--- src/rtl/bank_cmd_pkg.sv ---
// Shared encodings for the bank command state machine.
package bank_cmd_pkg;

    // Command codes, used both for proposals and for the issued-command strobe.
    typedef enum logic [3:0] {
        C_NOP    = 4'd0,
        C_ACT    = 4'd1,
        C_RD     = 4'd2,
        C_WR     = 4'd3,
        C_RDA    = 4'd4,
        C_WRA    = 4'd5,
        C_PRE    = 4'd6,
        C_PREALL = 4'd7,
        C_SLEEP  = 4'd8,
        C_WAKE   = 4'd9,
        C_REF    = 4'd10,
        C_RFM    = 4'd11
    } bank_cmd_e;

    // Page policy selection.
    typedef enum logic [1:0] {
        POL_OPEN        = 2'd0,
        POL_CLOSED      = 2'd1,
        POL_OPEN_ADPT   = 2'd2,
        POL_CLOSED_ADPT = 2'd3
    } page_pol_e;

    localparam logic [1:0] KIND_RD = 2'b01;
    localparam logic [1:0] KIND_WR = 2'b10;

endpackage

--- src/rtl/bank_row_tracker.sv ---
// Bank state tracker: row state, open row, hold flag, asleep and blocked.
// Assumes iss_cmd is only meaningful when iss_valid is high, and that
// cur_row carries the current request at the time an ACT is issued.
module bank_row_tracker
    import bank_cmd_pkg::*;
#(
    parameter int ROW_W = 8
) (
    input  logic             clk,
    input  logic             rst_n,
    input  logic             iss_valid,
    input  logic [3:0]       iss_cmd,
    input  logic             blk_set,
    input  logic [ROW_W-1:0] cur_row,
    output logic             act_q,
    output logic [ROW_W-1:0] open_row_q,
    output logic             keep_q,
    output logic             sleep_q,
    output logic             blk_q,
    output logic             seq_viol
);

    logic is_pwr;

    // Row state, open row and hold flag follow issued ACT/column/precharge commands.
    always_ff @(posedge clk) begin
        if (!rst_n) begin
            act_q      <= 1'b0;
            open_row_q <= '0;
            keep_q     <= 1'b0;
        end else if (iss_valid) begin
            case (iss_cmd)
                C_ACT: begin
                    act_q      <= 1'b1;
                    open_row_q <= cur_row;
                    keep_q     <= 1'b1;
                end
                C_RD, C_WR: keep_q <= 1'b0;
                C_RDA, C_WRA, C_PRE, C_PREALL: begin
                    act_q  <= 1'b0;
                    keep_q <= 1'b0;
                end
                default: ;
            endcase
        end
    end

    // Asleep flag: set by sleep entry, cleared by exit or any refresh flavour.
    always_ff @(posedge clk) begin
        if (!rst_n) begin
            sleep_q <= 1'b0;
        end else if (iss_valid) begin
            if (iss_cmd == C_SLEEP)
                sleep_q <= 1'b1;
            else if (iss_cmd == C_WAKE || iss_cmd == C_REF || iss_cmd == C_RFM)
                sleep_q <= 1'b0;
        end
    end

    // Blocked flag: set by the refresh planner, cleared by a refresh; set wins.
    always_ff @(posedge clk) begin
        if (!rst_n)
            blk_q <= 1'b0;
        else if (blk_set)
            blk_q <= 1'b1;
        else if (iss_valid && (iss_cmd == C_REF || iss_cmd == C_RFM))
            blk_q <= 1'b0;
    end

    // Flag a power or refresh command arriving while a request is held.
    always_comb begin
        is_pwr   = (iss_cmd == C_SLEEP) || (iss_cmd == C_WAKE) ||
                   (iss_cmd == C_REF)   || (iss_cmd == C_RFM);
        seq_viol = iss_valid && keep_q && is_pwr;
    end

    assert_act_opens_R1: assert property (@(posedge clk) disable iff (!rst_n)
        (iss_valid && iss_cmd == C_ACT) |=> (act_q && open_row_q == $past(cur_row)));

    assert_act_sets_keep_R2: assert property (@(posedge clk) disable iff (!rst_n)
        (iss_valid && iss_cmd == C_ACT) |=> keep_q);

    assert_col_clears_keep_R2: assert property (@(posedge clk) disable iff (!rst_n)
        (iss_valid && (iss_cmd == C_RD || iss_cmd == C_WR || iss_cmd == C_PRE)) |=> !keep_q);

    assert_plain_keeps_row_R3: assert property (@(posedge clk) disable iff (!rst_n)
        (iss_valid && (iss_cmd == C_RD || iss_cmd == C_WR))
        |=> ($stable(open_row_q) && act_q == $past(act_q)));

    assert_auto_closes_R3: assert property (@(posedge clk) disable iff (!rst_n)
        (iss_valid && (iss_cmd == C_RDA || iss_cmd == C_WRA)) |=> !act_q);

    assert_ref_unblocks_R11: assert property (@(posedge clk) disable iff (!rst_n)
        (iss_valid && iss_cmd == C_REF && !blk_set) |=> (!blk_q && !sleep_q));

endmodule

--- src/rtl/bank_req_pick.sv ---
// Current-request selection. While the hold flag is set, only a request for the
// open row may displace the held one. The current request register is
// frozen in the cycle an ACT is issued, so the open row matches the ACT's request.
module bank_req_pick #(
    parameter int ROW_W = 8
) (
    input  logic             clk,
    input  logic             rst_n,
    input  logic             req_valid,
    input  logic [ROW_W-1:0] req_row,
    input  logic [1:0]       req_kind,
    input  logic             awake,
    input  logic             keep_q,
    input  logic [ROW_W-1:0] open_row_q,
    input  logic             act_issue,
    output logic [ROW_W-1:0] sel_row,
    output logic [1:0]       sel_kind,
    output logic [ROW_W-1:0] cur_row_q
);

    logic [1:0] cur_kind_q;
    logic       take_new;

    // Choose between the offered request and the held one.
    always_comb begin
        take_new = !keep_q || (req_row == open_row_q);
        sel_row  = take_new ? req_row  : cur_row_q;
        sel_kind = take_new ? req_kind : cur_kind_q;
    end

    // Remember the chosen request as the current one.
    always_ff @(posedge clk) begin
        if (!rst_n) begin
            cur_row_q  <= '0;
            cur_kind_q <= '0;
        end else if (req_valid && awake && !act_issue) begin
            cur_row_q  <= sel_row;
            cur_kind_q <= sel_kind;
        end
    end

    assert_held_stays_R4: assert property (@(posedge clk) disable iff (!rst_n)
        (keep_q && req_valid && awake && !act_issue && req_row != open_row_q)
        |=> $stable(cur_row_q));

    assert_act_freezes_R4: assert property (@(posedge clk) disable iff (!rst_n)
        act_issue |=> $stable(cur_row_q));

endmodule

--- src/rtl/bank_policy_decode.sv ---
// Next-command decode for one page policy, picked at elaboration time.
// Assumes sel_kind is a legal read or write code; the top suppresses the
// proposal otherwise.
module bank_policy_decode
    import bank_cmd_pkg::*;
#(
    parameter int        ROW_W  = 8,
    parameter page_pol_e POLICY = POL_OPEN
) (
    input  logic             act_q,
    input  logic [ROW_W-1:0] open_row_q,
    input  logic [ROW_W-1:0] sel_row,
    input  logic [1:0]       sel_kind,
    input  logic             more_same_kind,
    input  logic             more_row_hit,
    output logic [3:0]       next_cmd
);

    logic       hit;
    logic [3:0] plain_cmd;
    logic [3:0] auto_cmd;
    logic [3:0] act_cmd;

    // Common terms: row hit and the plain/auto column command for this request.
    always_comb begin
        hit       = (sel_row == open_row_q);
        plain_cmd = (sel_kind == KIND_RD) ? C_RD  : C_WR;
        auto_cmd  = (sel_kind == KIND_RD) ? C_RDA : C_WRA;
    end

    generate
        if (POLICY == POL_OPEN) begin : g_open
            // Open: column access on hit, close the row on miss.
            always_comb act_cmd = hit ? plain_cmd : C_PRE;
        end else if (POLICY == POL_CLOSED) begin : g_closed
            // Closed: every column access auto-precharges.
            always_comb act_cmd = auto_cmd;
        end else if (POLICY == POL_OPEN_ADPT) begin : g_open_adpt
            // Open-adaptive: auto-precharge if queued work only targets other rows.
            always_comb begin
                if (!hit)
                    act_cmd = C_PRE;
                else if (more_same_kind && !more_row_hit)
                    act_cmd = auto_cmd;
                else
                    act_cmd = plain_cmd;
            end
        end else begin : g_closed_adpt
            // Closed-adaptive: stay open only while more hits are queued.
            always_comb begin
                if (!hit)
                    act_cmd = C_PRE;
                else if (more_row_hit)
                    act_cmd = plain_cmd;
                else
                    act_cmd = auto_cmd;
            end
        end
    endgenerate

    // A precharged bank always wants an activate first.
    always_comb next_cmd = act_q ? act_cmd : C_ACT;

endmodule

--- src/rtl/bank_cmd_ctrl.sv ---
// Per-bank command state machine. Proposes the next DRAM command for one bank
// from the scheduler's offered request, registered one cycle later. Bank state
// moves only on the issued-command strobe. Assumes the scheduler's lookahead
// hints refer to the request offered in the same cycle.
module bank_cmd_ctrl
    import bank_cmd_pkg::*;
#(
    parameter int        ROW_W  = 8,
    parameter page_pol_e POLICY = POL_OPEN
) (
    input  logic             clk,
    input  logic             rst_n,
    input  logic             req_valid,
    input  logic [ROW_W-1:0] req_row,
    input  logic [1:0]       req_kind,
    input  logic             more_same_kind,
    input  logic             more_row_hit,
    input  logic             timing_ok,
    input  logic             blk_set,
    input  logic             iss_valid,
    input  logic [3:0]       iss_cmd,
    output logic [3:0]       prop_cmd,
    output logic             prop_valid,
    output logic             kind_err,
    output logic             seq_viol
);

    logic             act_q, keep_q, sleep_q, blk_q, awake, act_issue;
    logic             consider, kind_ok;
    logic [ROW_W-1:0] open_row_q, cur_row_q, sel_row;
    logic [1:0]       sel_kind;
    logic [3:0]       next_cmd;

    // Gating terms shared by selection and proposal.
    always_comb begin
        awake     = !sleep_q && !blk_q;
        act_issue = iss_valid && (iss_cmd == C_ACT);
        consider  = req_valid && awake;
        kind_ok   = (sel_kind == KIND_RD) || (sel_kind == KIND_WR);
    end

    bank_row_tracker #(.ROW_W(ROW_W)) u_track (
        .clk        (clk),
        .rst_n      (rst_n),
        .iss_valid  (iss_valid),
        .iss_cmd    (iss_cmd),
        .blk_set    (blk_set),
        .cur_row    (cur_row_q),
        .act_q      (act_q),
        .open_row_q (open_row_q),
        .keep_q     (keep_q),
        .sleep_q    (sleep_q),
        .blk_q      (blk_q),
        .seq_viol   (seq_viol)
    );

    bank_req_pick #(.ROW_W(ROW_W)) u_pick (
        .clk        (clk),
        .rst_n      (rst_n),
        .req_valid  (req_valid),
        .req_row    (req_row),
        .req_kind   (req_kind),
        .awake      (awake),
        .keep_q     (keep_q),
        .open_row_q (open_row_q),
        .act_issue  (act_issue),
        .sel_row    (sel_row),
        .sel_kind   (sel_kind),
        .cur_row_q  (cur_row_q)
    );

    bank_policy_decode #(.ROW_W(ROW_W), .POLICY(POLICY)) u_dec (
        .act_q          (act_q),
        .open_row_q     (open_row_q),
        .sel_row        (sel_row),
        .sel_kind       (sel_kind),
        .more_same_kind (more_same_kind),
        .more_row_hit   (more_row_hit),
        .next_cmd       (next_cmd)
    );

    // Register the proposal; nothing when idle, gated, or the request is illegal.
    always_ff @(posedge clk) begin
        if (!rst_n) begin
            prop_valid <= 1'b0;
            prop_cmd   <= C_NOP;
        end else if (consider && kind_ok && timing_ok) begin
            prop_valid <= 1'b1;
            prop_cmd   <= next_cmd;
        end else begin
            prop_valid <= 1'b0;
            prop_cmd   <= C_NOP;
        end
    end

    // Sticky flag for a request type that is neither read nor write.
    always_ff @(posedge clk) begin
        if (!rst_n)
            kind_err <= 1'b0;
        else if (consider && !kind_ok)
            kind_err <= 1'b1;
    end

    assert_idle_no_cmd_R5: assert property (@(posedge clk) disable iff (!rst_n)
        (!req_valid || sleep_q || blk_q || !timing_ok) |=> (!prop_valid && prop_cmd == C_NOP));

    assert_precharged_act_R6: assert property (@(posedge clk) disable iff (!rst_n)
        (consider && timing_ok && !act_q) |=> (!prop_valid || prop_cmd == C_ACT));

    assert_valid_not_nop_R5: assert property (@(posedge clk) disable iff (!rst_n)
        prop_valid |-> (prop_cmd != C_NOP));

    assert_err_sticky_R13: assert property (@(posedge clk) disable iff (!rst_n)
        kind_err |=> kind_err);

    assert_err_no_cmd_R13: assert property (@(posedge clk) disable iff (!rst_n)
        (consider && !kind_ok) |=> !prop_valid);

endmodule

--- config.mk ---
export PLATFORM = sky130hd
export DESIGN_NAME = bank_cmd_ctrl
export DESIGN_NICKNAME = d
export VERILOG_FILES = /design/src/rtl/bank_cmd_pkg.sv /design/src/rtl/bank_row_tracker.sv /design/src/rtl/bank_req_pick.sv /design/src/rtl/bank_policy_decode.sv /design/src/rtl/bank_cmd_ctrl.sv
export SDC_FILE = /design/constraint.sdc
export NUM_CORES = 1
export LEC_CHECK = 0
export ABC_AREA = 0
export BUFFER_PORTS_ARGS = -buffer_cell sky130_fd_sc_hd__buf_2
export CAP_MARGIN = 10
export CORE_AREA = 5 5 58 60
export DETAILED_ROUTE_END_ITERATION = 8
export DIE_AREA = 0 0 63 65
export PLACE_DENSITY = 0.84
export SLEW_MARGIN = 20
export SYNTH_ARGS = -nofsm -noshare
export SYNTH_HDL_FRONTEND = slang
export SYNTH_SLANG_ARGS = --single-unit
--- constraint.sdc ---
create_clock -name clk -period 2.81 [get_ports clk]
set_clock_uncertainty 0.2 [all_clocks]
set_input_delay 0 -clock clk [delete_from_list [all_inputs] [get_ports clk]]
set_output_delay 0 -clock clk [all_outputs]
set_load 0.01 [all_outputs]
==> results.py <==
metrics = {
    "status": {
        "status": "complete, no violations",
    },
    "power_and_ir_drop": {
        "cellPowerDensity_nw_per_um2": 384,
        "ir_drop_mv": 0.339,
        "finalPower_mw": 0.745,
        "p_leak_nw": 0.932,
    },
    "critical_path": {
        "r2r-start": "u_track.open_row_q[7]",
        "max_stage_delay_ns": 0.46,
        "worstPathBufferInverterCount": 2,
        "crit_type": "reg -> reg",
        "reg2reg_depth": 9,
        "critPathSlowestCell": "o41ai_4",
        "path_cells": "xnor2_1, nand4_1, o41ai_4, buf_6, buf_4, mux2i_1, o221ai_2, o41ai_1, and2_1",
        "r2r_end": "prop_cmd[0]",
        "cp.required_ns": 2.93,
        "crit_path_max_fanout": 7,
        "arrival_ns": 2.82,
        "cp-end-kind": "flip-flop",
        "crit_family": "compound AO/OA/AOI/OAI gates",
        "cp-start-kind": "flip-flop",
        "r2r_slack_ns": 0.10,
    },
    "clock_network": {
        "cts_made_buffers": 3,
        "cts_max_path_buffers": 2,
        "cts_tree": "yes",
        "clk_latency_ns": 0.36,
        "cts_root_buf": "clkbuf_4",
        "cts.sinks": 27,
        "cts_max_level": 1,
        "path_clk_slew_ns": 0.16,
    },
    "synth": {
        "synth-compound-area-share_pct": 10.8,
        "synthDistinctLibCells": 33,
        "async_flop_share_pct": 0,
        "netlist_instances": 143,
        "yosys_most_used_dff": "dfxtp_1",
        "syn-num-nets": 166,
        "syn_area_sq_um": 1390,
        "synthMuxAreaShare_pct": 18.1,
        "synth.most_common_cell": "dfxtp_1",
        "synth_fa_ha_area_share_pct": 0.899,
        "synth_largest_area_cell": "dfxtp_1",
        "synth-simple-area-share_pct": 19.7,
        "ys_warn_count": 0,
        "yosys.area.top_type_share_pct": 38.8,
        "synth_xor_area_share_pct": 7.55,
        "synth_area_per_cell_sq_um": 9.73,
        "ys_ff_latch": 27,
        "synth_area_leaders": "dfxtp_1 (39%), mux2i_1 (17%), nor2b_1 (11%)",
        "synth-edff-count": 0,
        "seq_area_frac_synth_pct": 38.8,
        "synthTopCellsByCount": "dfxtp_1 (27), nor2b_1 (25), mux2i_1 (24), nand2_1 (8), xnor2_1 (8)",
        "synth_top_family_by_area": "simple AND/OR/NAND/NOR gates",
    },
    "placement": {
        "port_buffers": 25,
        "place_congestion": 0.823,
        "dp_hpwl_mm": 2.18,
        "place_ws_ns": 0.126,
        "dpl-instance-area_sq_um": 1540,
    },
    "die": {
        "start_util_pct": 48.3,
        "die_w_um": 63,
        "rows": 20,
        "chipHeight_um": 65,
        "core_sq_um": 2880,
        "io_pins": 29,
        "die-area_sq_um": 4100,
    },
    "detailed_routing": {
        "first_iter_violations": 22,
        "wirelength_mm": 3.25,
        "vias_per_cell": 5.26,
        "firstDrtPassIters": 4,
        "via_count": 1252,
        "wl_per_cell_um": 13.7,
        "drcViolationCount": 0,
        "ant_nets": 0,
    },
    "flow_run": {
        "cap_violations": 0,
    },
    "global_route": {
        "grt_max_degree": 25,
        "antenna_found_initial": 0,
        "gr-total-overflow": 0,
        "grt_usage_pct": 17.1,
        "grt_pass1_vias": 1369,
        "grt_pass1_wl_mm": 5.66,
    },
    "finish": {
        "layout-drive-gt1-share_pct": 20.0,
        "fill_cells": 175,
        "area_growth_pct": 39.6,
        "num-nets-final": 229,
        "fin_area_sq_um": 1940,
        "diodes": 0,
    },
    "timing": {
        "fin_setup_tns_ns": 0,
        "fin_crit_sh_pct": 96.3,
        "rsz0062_at_grt": "yes",
        "maxSlewViolCount": 0,
        "finalSetupViolations": 0,
        "finalCriticalPeriod_ns": 2.71,
        "clock.fmax_mhz": 370,
        "hold_viol": 0,
        "fin_ws_ns": 0.105,
        "holdWs_ns": 0.113,
    },
    "min_path": {
        "min_path_type": "in -> reg",
        "hold_depth": 6,
        "hp-start": "iss_cmd[3]",
        "min_to": "u_track.open_row_q[0]",
    },
}
-- cells in the final DEF (no fill, tap or decap), drive strengths merged, types with 3 or more instances in the layout --
| cell | n |
|---|---|
| mux2i | 24 |
| o22ai | 4 |
| nor2 | 4 |
| nand2 | 9 |
| buf | 29 |
| and2 | 4 |
| dfxtp | 27 |
| dlygate4sd3 | 35 |
| inv | 5 |
| nor2b | 25 |
| xnor2 | 8 |
| clkbuf | 3 |
| xor2 | 4 |
| a21oi | 3 |
-- routing by layer --
metal,vias up,share of wire (%),global-route usage [%]
met5,-,0,0
li1,616,-,-
met2,31,53,31.9
met1,595,41,17.1
met3,10,4.3,4.68
met4,0,2.2,8.75
-- flip-flops by register name, indices dropped and copies added (netlist names) --
register / cells
u_pick.cur_row_q: 8
u_track.open_row_q: 8
prop_cmd: 3
u_pick.cur_kind_q: 2
kind_err: 1
prop_valid: 1
u_track.act_q: 1
u_track.blk_q: 1
u_track.keep_q: 1
u_track.sleep_q: 1
-- worst max path at each step --
stage / from / end / slack (ns) / cells past startpoint
after global placement: u_track.open_row_q[6] / prop_cmd[2] / 0.22 / 9
after global routing: u_track.open_row_q[2] / prop_cmd[2] / -0.03 / 9
after CTS: u_track.open_row_q[6] / u_pick.cur_row_q[7] / 0.1 / 8
final: u_track.open_row_q[7] / prop_cmd[0] / 0.10 / 9
after floorplan: u_track.open_row_q[6] / prop_cmd[2] / 0.23 / 9
after detailed placement: u_track.open_row_q[6] / prop_cmd[2] / 0.13 / 9
-- power by group --
| group | internal (mW) | switching [mW] |
|---|---|---|
| combinational | 0.0878 | 0.0638 |
| sequential | 0.398 | 0.0109 |
| clock | 0.0550 | 0.130 |
| total | 0.540 | 0.205 |
-- repair_timing --
item / CTS / global route
setup buffers: 0 / 2
hold buffers: 35 / 0
resized for setup: 0 / 5
setup endpoints to repair: 0 / 8
endpoints found under the hold margin: 26 / 0
-- through the flow --
stage,std cells,util [%]
final,238,67.5
after global routing,238,67.5
after CTS,236,66.7
after detailed placement,197,53.4
after global placement,197,53.4
after floorplan,143,-
-- layout make-up --
cell class	instances	area, sq um	area share, %
Tap cell	33	41.3	2.13
Clock inverter	1	7.51	0.387
Sequential cell	27	546	28.1
Clock buffer	3	22.5	1.16
Timing Repair Buffer	64	509	26.2
Inverter	5	18.8	0.966
Multi-Input combinational cell	105	797	41.0
-- cell families (layout without fill, tap and decap cells) --
logic type,after synthesis,after routing
buf+inv,11,73
fa+ha+maj,1,1
xor+xnor,12,12
compound gates,18,18
mux,25,25
other cells,1,1
flops,27,27
simple gates,48,48
-- worst min-delay path, cell delays in order --
cell and delay [ns]:
buf_2 0.09, nor2b_1 0.07, nand3_1 0.08, buf_4 0.21, mux2i_1 0.09, nor2b_1 0.09
(Power assumes the default switching activity.)
